### config.mk
export PLATFORM = sky130hd
export DESIGN_NAME = spr_compositor
export DESIGN_NICKNAME = d
export VERILOG_FILES = /design/src/rtl/spr_pkg.sv /design/src/rtl/spr_attr_table.sv /design/src/rtl/spr_pattern.sv /design/src/rtl/spr_prio_enc.sv /design/src/rtl/spr_compositor.sv
export SDC_FILE = /design/constraint.sdc
export NUM_CORES = 1
export LEC_CHECK = 0
export BUFFER_PORTS_ARGS = -buffer_cell sky130_fd_sc_hd__buf_4
export CELL_PAD_IN_SITES_DETAIL_PLACEMENT = 1
export CELL_PAD_IN_SITES_GLOBAL_PLACEMENT = 1
export CORE_MARGIN = 8
export CORE_UTILIZATION = 40
export CTS_CLUSTER_SIZE = 20
export DETAILED_ROUTE_END_ITERATION = 10
export PLACE_DENSITY = 0.75
export SLEW_MARGIN = 20
export SYNTH_ARGS = -nofsm -noshare
export SYNTH_HDL_FRONTEND = slang
export SYNTH_HIERARCHICAL = 1
export SYNTH_SLANG_ARGS = --single-unit
### constraint.sdc
create_clock -name clk -period 6.8 [get_ports clk]
set_input_delay 1.36 -clock clk [delete_from_list [all_inputs] [get_ports clk]]
set_output_delay 1.36 -clock clk [all_outputs]
set_load 0.01 [all_outputs]
### src/rtl/spr_pkg.sv
package spr_pkg;
  localparam int COORD_W = 11;
  localparam int RGB_W   = 12;
  localparam int SPR_DIM = 32;
  localparam int SPR_LW  = $clog2(SPR_DIM);

  typedef struct packed {
    logic               en;
    logic               pat;
    logic [COORD_W-1:0] y;
    logic [COORD_W-1:0] x;
  } spr_attr_t;

  localparam int ATTR_W = $bits(spr_attr_t);
endpackage

### src/rtl/spr_attr_table.sv
module spr_attr_table
  import spr_pkg::*;
#(
  parameter int N_SPR = 8,
  localparam int AW = $clog2(N_SPR)
) (
  input  logic                  clk,
  input  logic                  rst_n,
  input  logic                  we_i,
  input  logic [AW-1:0]         addr_i,
  input  spr_attr_t             wdata_i,
  output spr_attr_t [N_SPR-1:0] attr_o
);
  spr_attr_t [N_SPR-1:0] tab_q, tab_d;
  logic                  wr_ok;

  assign wr_ok = we_i && (int'(addr_i) < N_SPR);

  always_comb begin
    tab_d = tab_q;
    if (wr_ok) tab_d[addr_i] = wdata_i;
  end

  always_ff @(posedge clk or negedge rst_n) begin
    if (!rst_n)     tab_q <= '0;
    else if (wr_ok) tab_q <= tab_d;
  end

  assign attr_o = tab_q;

  p_write_r11: assert property (@(posedge clk) disable iff (!rst_n)
    wr_ok |=> attr_o[$past(addr_i)] == $past(wdata_i));
endmodule

### src/rtl/spr_pattern.sv
module spr_pattern
  import spr_pkg::*;
(
  input  logic              clk,
  input  logic              rst_n,
  input  logic              hit_i,
  input  logic              pat_i,
  input  logic [SPR_LW-1:0] u_i,
  input  logic [SPR_LW-1:0] w_i,
  output logic [RGB_W-1:0]  pix_o
);
  localparam int CTR  = SPR_DIM / 2;
  localparam int RAD2 = (CTR - 2) * (CTR - 2);

  logic [SPR_LW:0]   du, dw;
  logic [2*SPR_LW+1:0] d2;
  logic              in_disc, in_diam;
  logic [RGB_W-1:0]  disc_c, diam_c, pix_d;

  always_comb begin
    du = (int'(u_i) >= CTR) ? (SPR_LW+1)'(int'(u_i) - CTR) : (SPR_LW+1)'(CTR - int'(u_i));
    dw = (int'(w_i) >= CTR) ? (SPR_LW+1)'(int'(w_i) - CTR) : (SPR_LW+1)'(CTR - int'(w_i));
    d2 = ((2*SPR_LW+2)'(du) * (2*SPR_LW+2)'(du)) + ((2*SPR_LW+2)'(dw) * (2*SPR_LW+2)'(dw));
    in_disc = int'(d2) <= RAD2;
    in_diam = (int'(du) + int'(dw)) < CTR;
    disc_c  = {u_i[SPR_LW-1:SPR_LW-4], w_i[SPR_LW-1:SPR_LW-4], 4'hA};
    diam_c  = {4'h5, u_i[3:0], w_i[3:0]};
    pix_d   = '0;
    if (hit_i) begin
      if (pat_i) pix_d = in_diam ? diam_c : '0;
      else       pix_d = in_disc ? disc_c : '0;
    end
  end

  always_ff @(posedge clk or negedge rst_n) begin
    if (!rst_n) pix_o <= '0;
    else        pix_o <= pix_d;
  end

  p_nohit_r9: assert property (@(posedge clk) disable iff (!rst_n)
    !hit_i |=> pix_o == '0);
endmodule

### src/rtl/spr_prio_enc.sv
module spr_prio_enc
  import spr_pkg::*;
#(
  parameter int N_SPR = 8
) (
  input  logic [N_SPR-1:0][RGB_W-1:0] pix_i,
  output logic [N_SPR-1:0]            grant_o,
  output logic                        valid_o,
  output logic [RGB_W-1:0]            rgb_o
);
  always_comb begin
    grant_o = '0;
    valid_o = 1'b0;
    rgb_o   = '0;
    for (int i = N_SPR - 1; i >= 0; i--) begin
      if (pix_i[i] != '0) begin
        grant_o = '0;
        grant_o[i] = 1'b1;
        valid_o = 1'b1;
        rgb_o   = pix_i[i];
      end
    end
  end
endmodule

### src/rtl/spr_compositor.sv
module spr_compositor
  import spr_pkg::*;
#(
  parameter int N_SPR = 8,
  localparam int AW = $clog2(N_SPR)
) (
  input  logic               clk,
  input  logic               rst_n,
  input  logic               attr_we,
  input  logic [AW-1:0]      attr_addr,
  input  logic [ATTR_W-1:0]  attr_wdata,
  input  logic [COORD_W-1:0] in_h,
  input  logic [COORD_W-1:0] in_v,
  input  logic               in_active,
  input  logic               in_hsync,
  input  logic               in_vsync,
  input  logic [RGB_W-1:0]   bg_rgb,
  output logic [RGB_W-1:0]   out_rgb,
  output logic               out_hsync,
  output logic               out_vsync
);
  spr_attr_t [N_SPR-1:0] attr;

  spr_attr_table #(.N_SPR(N_SPR)) u_tab (
    .clk(clk), .rst_n(rst_n), .we_i(attr_we), .addr_i(attr_addr),
    .wdata_i(spr_attr_t'(attr_wdata)), .attr_o(attr)
  );

  // stage 0: box test and local offset per sprite
  logic [N_SPR-1:0]             hit_d, hit_s0, pat_s0;
  logic [N_SPR-1:0][SPR_LW-1:0] u_d, w_d, u_s0, w_s0;
  logic [N_SPR-1:0][RGB_W-1:0]  pix_s1;

  for (genvar g = 0; g < N_SPR; g++) begin : g_spr
    logic [COORD_W:0]   h_x, v_x, x_lo, y_lo, x_hi, y_hi;
    logic [COORD_W-1:0] du, dw;
    always_comb begin
      h_x  = {1'b0, in_h};
      v_x  = {1'b0, in_v};
      x_lo = {1'b0, attr[g].x};
      y_lo = {1'b0, attr[g].y};
      x_hi = x_lo + (COORD_W+1)'(SPR_DIM);
      y_hi = y_lo + (COORD_W+1)'(SPR_DIM);
      du   = in_h - attr[g].x;
      dw   = in_v - attr[g].y;
      hit_d[g] = attr[g].en && (h_x >= x_lo) && (h_x < x_hi)
                            && (v_x >= y_lo) && (v_x < y_hi);
      u_d[g] = du[SPR_LW-1:0];
      w_d[g] = dw[SPR_LW-1:0];
    end

    spr_pattern u_pat (
      .clk(clk), .rst_n(rst_n), .hit_i(hit_s0[g]), .pat_i(pat_s0[g]),
      .u_i(u_s0[g]), .w_i(w_s0[g]), .pix_o(pix_s1[g])
    );
  end

  logic             act_s0, hs_s0, vs_s0, act_s1, hs_s1, vs_s1;
  logic [RGB_W-1:0] bg_s0, bg_s1;
  logic [N_SPR-1:0] pat_d;

  always_comb begin
    for (int i = 0; i < N_SPR; i++) pat_d[i] = attr[i].pat;
  end

  always_ff @(posedge clk or negedge rst_n) begin
    if (!rst_n) begin
      hit_s0 <= '0; pat_s0 <= '0; u_s0 <= '0; w_s0 <= '0;
      act_s0 <= 1'b0; hs_s0 <= 1'b0; vs_s0 <= 1'b0; bg_s0 <= '0;
      act_s1 <= 1'b0; hs_s1 <= 1'b0; vs_s1 <= 1'b0; bg_s1 <= '0;
    end else begin
      hit_s0 <= hit_d; pat_s0 <= pat_d; u_s0 <= u_d; w_s0 <= w_d;
      act_s0 <= in_active; hs_s0 <= in_hsync; vs_s0 <= in_vsync; bg_s0 <= bg_rgb;
      act_s1 <= act_s0; hs_s1 <= hs_s0; vs_s1 <= vs_s0; bg_s1 <= bg_s0;
    end
  end

  // stage 2: winner selection and output register
  logic [N_SPR-1:0] grant;
  logic             win_vld;
  logic [RGB_W-1:0] win_rgb, rgb_d;

  spr_prio_enc #(.N_SPR(N_SPR)) u_enc (
    .pix_i(pix_s1), .grant_o(grant), .valid_o(win_vld), .rgb_o(win_rgb)
  );

  always_comb begin
    rgb_d = '0;
    if (act_s1) rgb_d = win_vld ? win_rgb : bg_s1;
  end

  always_ff @(posedge clk or negedge rst_n) begin
    if (!rst_n) begin
      out_rgb <= '0; out_hsync <= 1'b0; out_vsync <= 1'b0;
    end else begin
      out_rgb <= rgb_d; out_hsync <= hs_s1; out_vsync <= vs_s1;
    end
  end

  p_blank_r3: assert property (@(posedge clk) disable iff (!rst_n)
    !act_s1 |=> out_rgb == '0);
  p_sync_r2: assert property (@(posedge clk) disable iff (!rst_n)
    (hs_s1 != out_hsync) |=> out_hsync == $past(hs_s1));
  p_onehot_r8: assert property (@(posedge clk) disable iff (!rst_n)
    $onehot0(grant) && (win_vld == (grant != '0)));
  p_opaque_r7: assert property (@(posedge clk) disable iff (!rst_n)
    win_vld |-> win_rgb != '0);
endmodule

After elaboration in Yosys (flattened, before gate mapping) --
Cells that the tools add are included.
Word-level totals: output and inout port bits 14, flip-flop bits (word level) 428
Cells by class: reduce and logical (&&, ||, !) cells 41, multipliers 16, magnitude comparators 66, muxes and demuxes 69, add/subtract/negate cells 80
Operators by type and width (number):
- two-way mux 12 bit | 34
- less-than comparator 32 x 6 -> 1 bit, second input constant | 8
- adder 11 x 6 -> 12 bit, second input constant | 16
- bitwise mux 192 bit | 1
- less-than comparator 11 x 12 -> 1 bit | 16
- multiplier 6 x 6 -> 12 bit | 16
- greater-or-equal comparator 11 bit | 16
- adder 12 bit | 8
- <= comparator 12 x 8 -> 1 bit, second input constant | 8
- two-way mux 6 bit | 16
- nonzero test 12 bit | 8
- subtractor 5 x 5 -> 6 bit, first input constant | 16
- subtractor 5 x 5 -> 6 bit, second input constant | 16
- two-way mux 11 bit | 8
- greater-or-equal comparator 5 bit, second input constant | 16
- subtractor 5 bit | 16
- demux 24 bit (select 3 bit) | 1
- adder 6 x 6 -> 7 bit | 8
- logical AND 1 bit | 33
- two-way mux 24 bit | 1
- two-way mux 1 bit | 8
- less-than comparator 3 x 4 -> 1 bit, second input constant | 1
- greater-or-equal comparator 3 x 1 -> 1 bit, second input constant | 1

Longest topological paths before layout --
Gate-level depths: netlist (run 1).
depth in word-level cells 11, gate-level depth with buffers 25, gate-level depth less buffers 25

Hierarchy --
Netlist (run 1), hierarchy kept.
Modules (own cells, without submodules):
- spr_compositor | times used 1, area each 12804.8 µm², seq. area each 3503.4 µm², cells each 1381
- spr_pattern at g_spr[0].u_pat ... | times used 4, area each 2212.1 µm², seq. area each 300.3 µm², cells each 236
- spr_attr_table | times used 1, area each 7254.5 µm², seq. area each 4804.6 µm², cells each 415
- spr_pattern at g_spr[4].u_pat ... | times used 2, area each 2219.6 µm², seq. area each 300.3 µm², cells each 240
- spr_pattern at g_spr[7].u_pat | times used 1, area each 2278.4 µm², seq. area each 300.3 µm², cells each 243
- spr_pattern at g_spr[1].u_pat | times used 1, area each 2193.4 µm², seq. area each 300.3 µm², cells each 231
- spr_prio_enc | times used 1, area each 1053.5 µm², seq. area each 0.0 µm², cells each 155

Worst setup path before layout (run 1) --
Ideal clock, no wire load.
path type flip-flop to flip-flop, start point reg w_s0[5] (netlist bit), end point reg g_spr[1].u_pat.pix_o[1], setup time 74 ps, data required time 6726 ps, buffers on the path 0, path slack 1066 ps, cell stages (with the launch flop) 20, data arrival time 5660 ps, period minus slack after synthesis 5734 ps, path through dfrtp_1 -> inv_1 -> ha_1 -> nor4b_1 -> nand2_1 -> fa_1 -> fa_1 -> inv_1 -> fa_1 -> fa_1 -> inv_1 -> fa_1 -> inv_1 -> ha_1 -> nor2b_4 -> o21a_1 -> or4_4 -> a2111oi_4 -> a21oi_2 -> a21oi_2
Between the ends: word-level cells in the longest chain between the ends 8, elaborated cells between the ends (all ways) 13, classes of those cells add/sub (4); mul (1); order compare (3); mux (5)
Ends and longest elaborated chain:
- start, declared | line spr_compositor.sv:31 | logic [N_SPR-1:0][SPR_LW-1:0] u_d, w_d, u_s0, w_s0;
- start signal, assigned | line spr_compositor.sv:72 | hit_s0 <= hit_d; pat_s0 <= pat_d; u_s0 <= u_d; w_s0 <= w_d;
- subtractor 5 x 5 -> 6 bit or greater-or-equal comparator 5 bit (tied branches) | line spr_pattern.sv:22 | dw = (int'(w_i) >= CTR) ? (SPR_LW+1)'(int'(w_i) - CTR) : (SPR_LW+1)'(CTR - int'(w_i));
- two-way mux 6 bit * | line spr_pattern.sv:22
- multiplier 6 x 6 -> 12 bit | line spr_pattern.sv:23 | d2 = ((2*SPR_LW+2)'(du) * (2*SPR_LW+2)'(du)) + ((2*SPR_LW+2)'(dw) * (2*SPR_LW+2)'(dw));
- adder 12 bit | line spr_pattern.sv:23
- <= comparator 12 x 8 -> 1 bit | line spr_pattern.sv:24 | in_disc = int'(d2) <= RAD2;
- two-way mux 12 bit | line spr_pattern.sv:31 | else pix_d = in_disc ? disc_c : '0;
- two-way mux 12 bit * | line spr_pattern.sv:30 | if (pat_i) pix_d = in_diam ? diam_c : '0;
- two-way mux 12 bit * | line spr_pattern.sv:29 | if (hit_i) begin
- named net g_spr[1].u_pat.pix_d[1] | line spr_pattern.sv:18 | logic [RGB_W-1:0] disc_c, diam_c, pix_d;
- end signal, assigned | line spr_pattern.sv:37 | else pix_o <= pix_d;
- end, declared | line spr_pattern.sv:10 | output logic [RGB_W-1:0] pix_o
Mark *: on every way through the listed nets, which the timed path passes. The rest lies on a longest branch. A chain may end at the register's enable or synchronous reset.

Worst setup path after layout (run 1) --
Same ends and word-level chain as after synthesis.

==> run summary, run 1 <==
status - finished clean
CP Capture Type - flop
Setup Viol. Count Final - 0
gp weighted congestion - 0.894
cell family with most CP delay - adder cells
Mean Syn Cell Area - 10.1 sq um
Worst Setup Start Kind - flop
Critical path origin - w_s0[5]$_DFF_PN0_
Mapped Area - 0.0388 sq mm
ANT nets after route - 0
drc violations - 0
CTS clk-pin slew, worst paths - 60 ps
worst hold path cell count - 0
antenna violations before repair - 5
hold-critical path endpoint - hs_s1$_DFF_PN0_
Die Footprint - 0.107 sq mm
WP data required - 7330 ps
post-DP HPWL - 87500 um
CP bufs+invs - 2
Worst-Skew Late Latency - 630 ps
R2R setup slack - 650 ps
Final Hold Fails - 0
DRT iter0 DRCs - 1473
commonest non-fill, non-tap cell in the layout - inv_1
num rows - 114
WL/cell - 20.3 um
Tcrit/Tclk final - 90.5%
Crit path largest cell delay - 580 ps
IO Port Bufs - 80
Max Buffers Root-to-Sink - 3
# Max-Cap Violations - 0
final wirelength - 110000 um
FF-to-FF End - g_spr[1].u_pat/pix_o[1]$_DFF_PN0_
die height - 328 um
GRT Total Usage - 20.6%
global-route wire length before repair - 176000 um
clock sink count - 428
most frequent cells in the layout - 742 x inv_1, 520 x ha_1, 428 x dfrtp_1
gr ovfl total - 0
I/O pin cnt - 81
reg2reg start - w_s0[5]$_DFF_PN0_
hold crit path type - flop to flop
Core ar. - 0.0964 sq mm
setup TNS - 0 ps
NumNets Final - 4953
Num CTS Buffers - 49
CTS Hold Bufs - 0
post-route setup slack - 647 ps
Min-Delay Startpoint - hs_s0$_DFF_PN0_
Max FO, Critical Path - 8
Reg2Reg Depth - 18
pin count of the biggest net entering global routing - 137
CTS-repair resized insts - 0
Initial Util - 40.3%
post-layout min period - 6150 ps
Slowest cell on crit path - fa_1
dpl ws - 624 ps
crit path cell chain - nor3_1 > nor2_1 > xor2_1 > and2_1 > inv_1 > fa_1 > fa_1 > fa_1 > fa_1 > inv_1 > fa_1 > ha_1 > a211oi_1 > o31ai_1 > mux2_2 > nor3_1 > a21oi_2 > a21oi_2
Post-CTS Setup Inserts - 0
worst slew pin tran - 1160 ps
crit path DAT - 6680 ps
Warnings, synthesis - 6
CTS tree - yes
Worst slew margin - 22.6%
number of global-route vias before repair - 31448
most frequent CP cell - fa_1
Post-Syn Instances - 3841
Via Count - 28630
Max H-tree Level - 2
Worst Skew - 36.9 ps
share of post-route cells with drive strength above 1 - 12.2%
vias per cell - 5.29
clk root buf - clkbuf_16
kind of critical path - flop to flop
DRT Pass-1 Iters - 5
Max Transition Viols Final - 0
RSZ-0062 raised after global routing - no
Chip Width - 328 um
P&R area growth vs syn - 11.3%
maximum clock frequency - 163 MHz
worst register-to-register path: cells and delay by family, from the launching register on:
kind	cells	cell delay, ps
AO/OA/AOI/OAI	4	860
buffers and inverters	2	120
adder cells (fa/ha/maj)	6	2790
multiplexers	1	380
AND/OR/NAND/NOR	4	1070
flip-flops	1	440
XOR/XNOR	1	430
worst max-delay path by stage:
stage	end	cells past startpoint
final	g_spr[1].u_pat/pix_o[1]$_DFF_PN0_	18
after global routing	g_spr[1].u_pat/pix_o[5]$_DFF_PN0_	18
after CTS	g_spr[1].u_pat/pix_o[1]$_DFF_PN0_	18
after detailed placement	g_spr[1].u_pat/pix_o[4]$_DFF_PN0_	18
after global placement	g_spr[1].u_pat/pix_o[4]$_DFF_PN0_	18
after floorplan	g_spr[1].u_pat/pix_o[1]$_DFF_PN0_	19
sequential cells by signal, summed over array words and instances (netlist names):
signal,cells
g_spr.u_pat/pix_o,96
vs_s0,1
out_hsync,1
vs_s1,1
act_s1,1
out_vsync,1
pat_s0,8
hit_s0,8
bg_s0,12
u_s0,40
bg_s1,12
act_s0,1
out_rgb,12
hs_s1,1
w_s0,40
u_tab/attr_o,192
hs_s0,1
layer usage:
| layer | track usage (%) | wire length (um) |
|---|---|---|
| met5 | 0 | 0 |
| met4 | 7.88 | 4840 |
| met3 | 2.50 | 4300 |
| met2 | 34.6 | 52300 |
| met1 | 26.9 | 48500 |
metrics by stage:
stage / hold slack (ps) / instances / util [%] / cell area (sq um)
after floorplan: 331 / 3969 / - / 39300
after CTS: 351 / 5402 / 44.8 / 43200
after detailed placement: 338 / 5311 / 43.1 / 41500
after global placement: 333 / 5311 / 43.1 / 41500
final: 349 / 5407 / 44.8 / 43200
after global routing: 355 / 5404 / 44.8 / 43200
cell type report:
class                           count  area [sq um]
Clock buffer                       67          1360
Inverter                          749          2810
Clock inverter                     24           305
Timing Repair Buffer              105           821
Tap cell                         1276          1600
Multi-Input combinational cell   2753         25600
Antenna cell                        5          12.5
Sequential cell                   428         10700
Fill cell                       10990         53200
Power of run 1 is left out: the tool's default activity adds up to more than one toggle a clock period on the data nets, which glitch-free logic cannot reach.
==> run 2, diff against run 1 <==
Settings changed: CTS_BUF_LIST set to sky130_fd_sc_hd__clkbuf_4 sky130_fd_sc_hd__clkbuf_8.
==> run 2 against run 1 <==
Global-route usage rose by 0.10 points. Fmax down 0.29%. Via count increased by 0.73%. Non-clock buffer count unchanged. First-iteration DRC count fell by 9.1%. Register-to-register slack worse by 20 ps. Final cell count increased by 0.89%. Core utilization is 0.092 points higher. Highest routed layer is now met5.
==> run summary, run 2 (synthesis results as in run 1) <==
status - finished clean
most frequent cells in the layout - 742 x inv_1, 520 x ha_1, 428 x dfrtp_1
hold crit path type - flop to flop
WL/cell - 20.2 um
DRT iter0 DRCs - 1339
share of post-route cells with drive strength above 1 - 13.5%
worst slew pin tran - 1130 ps
setup TNS - 0 ps
area of the multi-input gates - 0.0256 sq mm
# Max-Cap Violations - 0
Max FO, Critical Path - 8
final wirelength - 110000 um
DRT Pass-1 Iters - 5
post-DP HPWL - 87500 um
Post-CTS Setup Inserts - 0
CP Capture Type - flop
commonest non-fill, non-tap cell in the layout - inv_1
Worst slew margin - 24.2%
CTS tree - yes
Worst-Skew Late Latency - 690 ps
kind of critical path - flop to flop
Worst Setup Start Kind - flop
num rows - 114
Num CTS Buffers - 78
CTS Hold Bufs - 0
drc violations - 0
global-route wire length before repair - 176000 um
post-layout min period - 6170 ps
GRT Total Usage - 20.7%
CTS-repair resized insts - 0
Setup Viol. Count Final - 0
Max Transition Viols Final - 0
Die Footprint - 0.107 sq mm
number of global-route vias before repair - 31578
Initial Util - 40.3%
Max H-tree Level - 3
Tcrit/Tclk final - 90.7%
fillers - 11031
Reg area - 0.0107 sq mm
Core ar. - 0.0964 sq mm
RSZ-0062 raised after global routing - no
crit path DAT - 6740 ps
Via Count - 28838
I/O pin cnt - 81
die height - 328 um
P&R area growth vs syn - 11.5%
gp weighted congestion - 0.894
antenna violations before repair - 7
CTS clk-pin slew, worst paths - 60 ps
Worst Skew - 52.6 ps
clk root buf - clkbuf_8
Final Hold Fails - 0
clock sink count - 428
Chip Width - 328 um
Max Buffers Root-to-Sink - 3
NumNets Final - 4982
gr ovfl total - 0
vias per cell - 5.29
WP data required - 7370 ps
pin count of the biggest net entering global routing - 137
ANT nets after route - 0
maximum clock frequency - 162 MHz
IO Port Bufs - 80
max reg flops - 192
run 2: critical path, cell delays in order, from the launching register on:
cell and delay (ps):
dfrtp_1 440, nor3_1 300, nor2_1 90, xor2_1 430
and2_1 240, inv_1 70, fa_1 420, fa_1 580
fa_1 450, fa_1 540, inv_1 50, fa_1 500
ha_1 300, a211oi_1 90, o31ai_1 400, mux2_2 380
nor3_1 430, a21oi_2 220, a21oi_2 140
run 2: stage by stage:
| step | cells | util (%) | setup WS [ps] | hold WS, ps | instance area (sq um) |
|---|---|---|---|---|---|
| 2_1_floorplan | 3969 | - | 1070 | 331 | 39300 |
| 3_3_place_gp | 5311 | 43.1 | 769 | 333 | 41500 |
| 3_5_place_dp | 5311 | 43.1 | 624 | 338 | 41500 |
| 4_1_cts | 5450 | 44.9 | 580 | 344 | 43300 |
| 5_1_grt | 5451 | 44.9 | 113 | 346 | 43300 |
| 6_report | 5455 | 44.9 | 629 | 343 | 43300 |
run 2: layer usage:
layer	track usage [%]	up-vias	routed length (um)
met4	7.44	4	4300
met1	26.6	14709	48300
li1	-	13340	-
met3	3.16	222	4600
met2	35.1	563	52800
met5	0	-	29
run 2: area by class of cell:
type / instances / share of cell area, %
Sequential cell: 428 / 24.7
Clock buffer: 122 / 3.56
Antenna cell: 5 / 0.0289
Multi-Input combinational cell: 2753 / 59.1
Clock inverter: 17 / 0.500
Inverter: 749 / 6.49
Tap cell: 1276 / 3.69
Timing Repair Buffer: 105 / 1.90
run 2: path summary, 6_finish.rpt:
| check | slack [ps] | cells after the start | startpoint | end |
|---|---|---|---|---|
| worst min-delay path | 340 | 0 | bg_s0[6]$_DFF_PN0_ | bg_s1[6]$_DFF_PN0_ |
| max in group asynchronous | 4680 | 2 | rst_n | u_tab/attr_o[29]$_DFFE_PN0P_ |
| worst max-delay path | 630 | 18 | w_s0[5]$_DFF_PN0_ | g_spr[1].u_pat/pix_o[1]$_DFF_PN0_ |
| worst max register to register | 630 | 18 | w_s0[5]$_DFF_PN0_ | g_spr[1].u_pat/pix_o[1]$_DFF_PN0_ |
| min in group asynchronous | 640 | 1 | rst_n | u_tab/attr_o[69]$_DFFE_PN0P_ |
| worst min register to register | 340 | 0 | bg_s0[6]$_DFF_PN0_ | bg_s1[6]$_DFF_PN0_ |
Power of run 2 is left out for the same reason.
